`config.mk`:
```
export PLATFORM = sky130hd
export DESIGN_NAME = serial_adder_top
export DESIGN_NICKNAME = d
export VERILOG_FILES = /design/src/rtl/serial_adder_pkg.sv /design/src/rtl/serial_adder_shreg.sv /design/src/rtl/serial_adder_carry.sv /design/src/rtl/serial_adder_counter.sv /design/src/rtl/serial_adder_top.sv
export SDC_FILE = /design/constraint.sdc
export NUM_CORES = 1
export LEC_CHECK = 0
export BUFFER_PORTS_ARGS = -buffer_cell sky130_fd_sc_hd__buf_2
export CAP_MARGIN = 10
export CORE_UTILIZATION = 40
export CTS_BUF_LIST = sky130_fd_sc_hd__clkbuf_16
export DETAILED_ROUTE_END_ITERATION = 12
export PLACE_DENSITY = 0.74
export SETUP_SLACK_MARGIN = 0.15
export SYNTH_ARGS = -nofsm -noshare
export SYNTH_HDL_FRONTEND = slang
export SYNTH_SLANG_ARGS = --single-unit
```
`constraint.sdc`:
```
create_clock -name clk -period 1.47 [get_ports clk]
set_input_delay 0.294 -clock clk [delete_from_list [all_inputs] [get_ports clk]]
set_output_delay 0.294 -clock clk [all_outputs]
set_load 0.03 [all_outputs]
```
`src/rtl/serial_adder_pkg.sv`:
```
package serial_adder_pkg;
    typedef enum logic [1:0] {
        OP_HOLD  = 2'd0,
        OP_SHIFT = 2'd1,
        OP_LOAD  = 2'd2,
        OP_CLEAR = 2'd3
    } sa_op_e;
endpackage

```
`src/rtl/serial_adder_shreg.sv`:
```
module serial_adder_shreg
    import serial_adder_pkg::*;
#(
    parameter int WIDTH = 8
) (
    input  logic             clk,
    input  logic             rst_n,
    input  sa_op_e           op_i,
    input  logic [WIDTH-1:0] par_i,
    input  logic             ser_i,
    output logic [WIDTH-1:0] q_o
);
    typedef struct packed {
        logic [WIDTH-1:0] data;
    } shreg_t;

    shreg_t st_d, st_q;

    always_comb begin
        st_d = st_q;
        unique case (op_i)
            OP_CLEAR: st_d.data = '0;
            OP_LOAD:  st_d.data = par_i;
            OP_SHIFT: st_d.data = {ser_i, st_q.data[WIDTH-1:1]};
            default:  st_d = st_q;
        endcase
    end

    always_ff @(posedge clk or negedge rst_n) begin
        if (!rst_n) st_q <= '0;
        else        st_q <= st_d;
    end

    assign q_o = st_q.data;

    assert_shift_moves_R3: assert property (@(posedge clk) disable iff (!rst_n)
        op_i == OP_SHIFT |=> (q_o[WIDTH-2:0] == $past(q_o[WIDTH-1:1])) && (q_o[WIDTH-1] == $past(ser_i)));
    assert_hold_stable_R5: assert property (@(posedge clk) disable iff (!rst_n)
        op_i == OP_HOLD |=> $stable(q_o));
    assert_clear_zero_R8: assert property (@(posedge clk) disable iff (!rst_n)
        op_i == OP_CLEAR |=> q_o == '0);
    assert_load_copy_R2: assert property (@(posedge clk) disable iff (!rst_n)
        op_i == OP_LOAD |=> q_o == $past(par_i));
endmodule

```
`src/rtl/serial_adder_carry.sv`:
```
module serial_adder_carry
    import serial_adder_pkg::*;
(
    input  logic   clk,
    input  logic   rst_n,
    input  sa_op_e op_i,
    input  logic   a_bit_i,
    input  logic   b_bit_i,
    output logic   sum_o,
    output logic   carry_o
);
    typedef struct packed {
        logic cy;
    } carry_t;

    carry_t st_d, st_q;
    logic   cy_next;

    always_comb begin
        sum_o   = a_bit_i ^ b_bit_i ^ st_q.cy;
        cy_next = (a_bit_i & b_bit_i) | (a_bit_i & st_q.cy) | (b_bit_i & st_q.cy);
        st_d    = st_q;
        unique case (op_i)
            OP_CLEAR, OP_LOAD: st_d.cy = 1'b0;
            OP_SHIFT:          st_d.cy = cy_next;
            default:           st_d    = st_q;
        endcase
    end

    always_ff @(posedge clk or negedge rst_n) begin
        if (!rst_n) st_q <= '0;
        else        st_q <= st_d;
    end

    assign carry_o = st_q.cy;

    assert_load_clears_carry_R2: assert property (@(posedge clk) disable iff (!rst_n)
        (op_i == OP_LOAD || op_i == OP_CLEAR) |=> !carry_o);
    assert_carry_holds_R5: assert property (@(posedge clk) disable iff (!rst_n)
        op_i == OP_HOLD |=> $stable(carry_o));
    assert_carry_needs_pair_R4: assert property (@(posedge clk) disable iff (!rst_n)
        (op_i == OP_SHIFT && !a_bit_i && !b_bit_i) |=> !carry_o);
endmodule

```
`src/rtl/serial_adder_counter.sv`:
```
module serial_adder_counter
    import serial_adder_pkg::*;
#(
    parameter int WIDTH = 8
) (
    input  logic   clk,
    input  logic   rst_n,
    input  sa_op_e op_i,
    output logic   done_o
);
    localparam int CW = (WIDTH > 2) ? $clog2(WIDTH) : 1;
    localparam logic [CW-1:0] LAST = CW'(WIDTH - 1);

    typedef struct packed {
        logic [CW-1:0] cnt;
        logic          done;
    } cnt_t;

    cnt_t st_d, st_q;

    always_comb begin
        st_d      = st_q;
        st_d.done = 1'b0;
        unique case (op_i)
            OP_CLEAR, OP_LOAD: st_d.cnt = '0;
            OP_SHIFT: begin
                if (st_q.cnt == LAST) begin
                    st_d.cnt  = '0;
                    st_d.done = 1'b1;
                end else begin
                    st_d.cnt  = st_q.cnt + 1'b1;
                end
            end
            default: st_d.cnt = st_q.cnt;
        endcase
    end

    always_ff @(posedge clk or negedge rst_n) begin
        if (!rst_n) st_q <= '0;
        else        st_q <= st_d;
    end

    assign done_o = st_q.done;

    assert_done_single_R7: assert property (@(posedge clk) disable iff (!rst_n)
        done_o |=> !done_o);
    assert_done_after_shift_R7: assert property (@(posedge clk) disable iff (!rst_n)
        op_i != OP_SHIFT |=> !done_o);
endmodule

```
`src/rtl/serial_adder_top.sv`:
```
module serial_adder_top
    import serial_adder_pkg::*;
#(
    parameter int WIDTH = 8
) (
    input  logic             clk,
    input  logic             rst_n,
    input  logic             clr_i,
    input  logic             load_i,
    input  logic             shift_i,
    input  logic [WIDTH-1:0] opa_i,
    input  logic [WIDTH-1:0] opb_i,
    input  logic             ser_b_i,
    output logic             sum_bit_o,
    output logic [WIDTH-1:0] acc_o,
    output logic [WIDTH-1:0] addend_o,
    output logic             carry_o,
    output logic             done_o
);
    sa_op_e op;
    logic   sum_w;

    always_comb begin
        if (clr_i)        op = OP_CLEAR;
        else if (load_i)  op = OP_LOAD;
        else if (shift_i) op = OP_SHIFT;
        else              op = OP_HOLD;
    end

    serial_adder_shreg #(.WIDTH(WIDTH)) u_reg_a (
        .clk(clk), .rst_n(rst_n), .op_i(op), .par_i(opa_i), .ser_i(sum_w), .q_o(acc_o)
    );

    serial_adder_shreg #(.WIDTH(WIDTH)) u_reg_b (
        .clk(clk), .rst_n(rst_n), .op_i(op), .par_i(opb_i), .ser_i(ser_b_i), .q_o(addend_o)
    );

    serial_adder_carry u_carry (
        .clk(clk), .rst_n(rst_n), .op_i(op), .a_bit_i(acc_o[0]), .b_bit_i(addend_o[0]),
        .sum_o(sum_w), .carry_o(carry_o)
    );

    serial_adder_counter #(.WIDTH(WIDTH)) u_count (
        .clk(clk), .rst_n(rst_n), .op_i(op), .done_o(done_o)
    );

    assign sum_bit_o = sum_w;

    assert_sum_feedback_R3: assert property (@(posedge clk) disable iff (!rst_n)
        (shift_i && !load_i && !clr_i) |=> acc_o[WIDTH-1] == $past(sum_bit_o));
    assert_clear_priority_R8: assert property (@(posedge clk) disable iff (!rst_n)
        clr_i |=> (acc_o == '0) && (addend_o == '0) && !carry_o && !done_o);
endmodule

```
==> impl_results.md <==
* I/O Buffers at 40
* Vias per cell at around 5.3
* Core ar. at ~2500 um^2
* Mapped cell area at ~1100 um^2
* CP max FO at 3
* WL final at 2470 um
* Max-cap violations at 0
* Final Setup Violations at 1
* CTS Buf Count at 3
* Tmin final at between 1.5 and 2 ns
* Commonest non-fill, non-tap cell in the layout: buf_2
* CTS max path bufs at 2
* P per Cell Area at slightly above 1000 nW/um^2
* Gpl congestion at 0.710
* Warnings, synthesis at 0
* First-pass GRT wire length at between 3000 and 4000 um
* Hold Path Class: input pin to async pin
* Die H at roughly 54 um
* Hold_ws at -0.00814 ns
* Routed WL per cell at around 14 um
* Critical Path Sink Type: primary output
* Area of the die at about 2900 um^2
* Deepest level of the CTS H-tree at 1
* Layout Utilization at a little under three fifths
* Largest net degree at the start of global routing at 25
* Clock Root Buffer: clkbuf_16
* Slowest cell on crit path: fa_1
* Worst-margin pin slew at approximately 0.47 ns
* Initial core utilization at 42.6%
* Cell repeated most along the worst path: inv_2
* Failing checks: hold timing, setup timing
* Layout net count at approximately 180
* Post-synthesis register bit count at 21
* Detailed Routing Iterations Pass 1 at 4
* Most frequent cells in the layout: buf_2, nand2_1, dfrtp_1, a22oi_1, o21ai_1
* CTS sink cnt at 21
* Skew-Pair Late Insertion Delay at ~0.25 ns
* Slew HR at between 60% and 70%
* P&R area growth vs syn at 30.3%
* HPWL Detailed at 1780 um
* Max-slew violations at 0
* Achievable frequency at around 590 MHz
* PnR Total Power at between 1000 and 1500 uW
* Placed cells at between 150 and 200
* Sequential fraction of the synthesis area at 49.3%
* Crit path DAT at between 1 and 1.5 ns
* Final WS setup at -0.214 ns
* Grt total ovfl at 0
* Top delay family on crit path: adder cells
* Worst Clk Skew at between 0.003 and 0.004 ns
* Syn Inst Count at around 110
* Netlist cell types at 19
* Critical path buffers and inverters at 3
* Critical Path Source Type: register
* Ant. Diodes at 0
* Drt first-iter violations at 10
* Die X at between 50 and 60 um
* Period utilization at 115%
* Required @ worst endpoint at around 1.2 ns
* CP peak stage delay at 0.55 ns
* Initial antenna violation count at 0
* RSZ-0062 raised after global routing: true
* Fillers at between 200 and 250
* Hold Vio Cnt, Final at 21
* TritonCTS clock tree: done
* Vias in the first global route at 885
* Run status: finished with violations
* Via count at 932
* Finished Layout Cells at 175
* LEAKAGE at 0.000704 uW
* Total GRT Usage at approximately a fifth
* Antenna Nets Post-Route at 0
* Top Ports at slightly above 40
* Placement Setup Slack at -0.161 ns
* Layout cell share with drive strength beyond 1 at about 42%
* Post-synthesis area per instance at roughly 10 um^2
* Clk pin slew, worst setup/hold paths at approximately 0.05 ns
* Crit path cell chain: inv_2 -> fa_1 -> inv_2 -> buf_6
* Syn nets at approximately 140
* DRC viols at 0
* Worst vdd ir at 0.786 mV
* Rows at 18
* Crit path kind: register to primary output
-- cell usage after synthesis --
cell type  number  area [um^2]
fa_1            1         20.0
buf_6           2         22.5
a22o_1          1         8.76
o21ai_0         6         30.0
nand2b_4        1         13.8
inv_1           7         26.3
o21ai_2         1         8.76
dfrtp_1        21          526
a21o_1          1         7.51
o21ai_1        11         55.1
ha_1            6         75.1
nor2_1          2         7.51
buf_2           4         20.0
nand2_1        20         75.1
nor4b_1         1         8.76
a21oi_1         1         5.00
buf_4           4         30.0
a22oi_1        16          120
and2_1          1         6.26
-- power breakdown --
group          switching, uW  internal, uW  leakage (uW)
logic                    148          84.8      0.000376
registers               19.3           601      0.000287
clock network            207           365     0.0000409
total                    374          1050      0.000704
-- area by class of cell --
| class | instances | area [um^2] | share of cell area (%) |
|---|---|---|---|
| clock inverters | 1 | 5.00 | 0.360 |
| clock buffers | 3 | 75.1 | 5.41 |
| multi-input cells | 69 | 469 | 33.8 |
| well taps | 30 | 37.5 | 2.70 |
| flip-flops and latches | 21 | 527 | 37.9 |
| inverters | 7 | 26.3 | 1.89 |
| repair buffers | 44 | 249 | 17.9 |
-- metal layers --
layer / vias to the layer above / track usage [%] / routed length [um]
met5: - / 0 / 0
met4: 0 / 6.58 / 16
met3: 2 / 4.24 / 137
met2: 35 / 34.0 / 1210
met1: 454 / 24.3 / 1100
li1: 441 / - / -
-- through the flow --
step           instance area [um^2]  hold WS, ns  setup TNS [ns]
2_1_floorplan                  1090     -0.00159               0
3_3_place_gp                   1270        0.269          -0.550
3_5_place_dp                   1270        0.275           -1.67
4_1_cts                        1380      0.00431          -0.202
5_1_grt                        1390       0.0216          -0.277
6_report                       1390     -0.00814          -0.214
-- worst paths after layout --
path | from | to | slack (ns) | cells past startpoint
worst max-delay path | u_carry.carry_o | sum_bit_o | -0.21 | 4
worst min-delay path | rst_n | u_reg_a.q_o[6] | -0.008 | 1
worst max register to register | u_carry.carry_o | u_reg_a.q_o[7] | 0.04 | 6
worst min register to register | u_count.st_q[2] | u_count.st_q[2] | 0.50 | 2
max in group asynchronous | rst_n | u_carry.carry_o | 1.13 | 1
min in group clk | opb_i[7] | u_reg_b.q_o[7] | 0.32 | 3
-- flip-flops by register name (all words and copies together) (netlist names) --
register	count
u_carry.carry_o	1
u_reg_b.q_o	8
u_count.done_o	1
u_reg_a.q_o	8
u_count.st_q	3
-- cell families after synthesis --
family / after synthesis / share of synthesized area [%]
simple gates: 25 / 10.4
flops: 21 / 49.3
compound gates: 37 / 22.1
buf+inv: 17 / 9.27
fa+ha+maj: 7 / 8.92
-- timing repair --
item	in CTS	in global routing
resized for setup	5	1
pin swaps	3	3
endpoints found under the setup margin	6	3
setup buffers	1	1
hold endpoints to repair	0	0
hold buffers	0	0
Power figures use the tool's default switching activity.
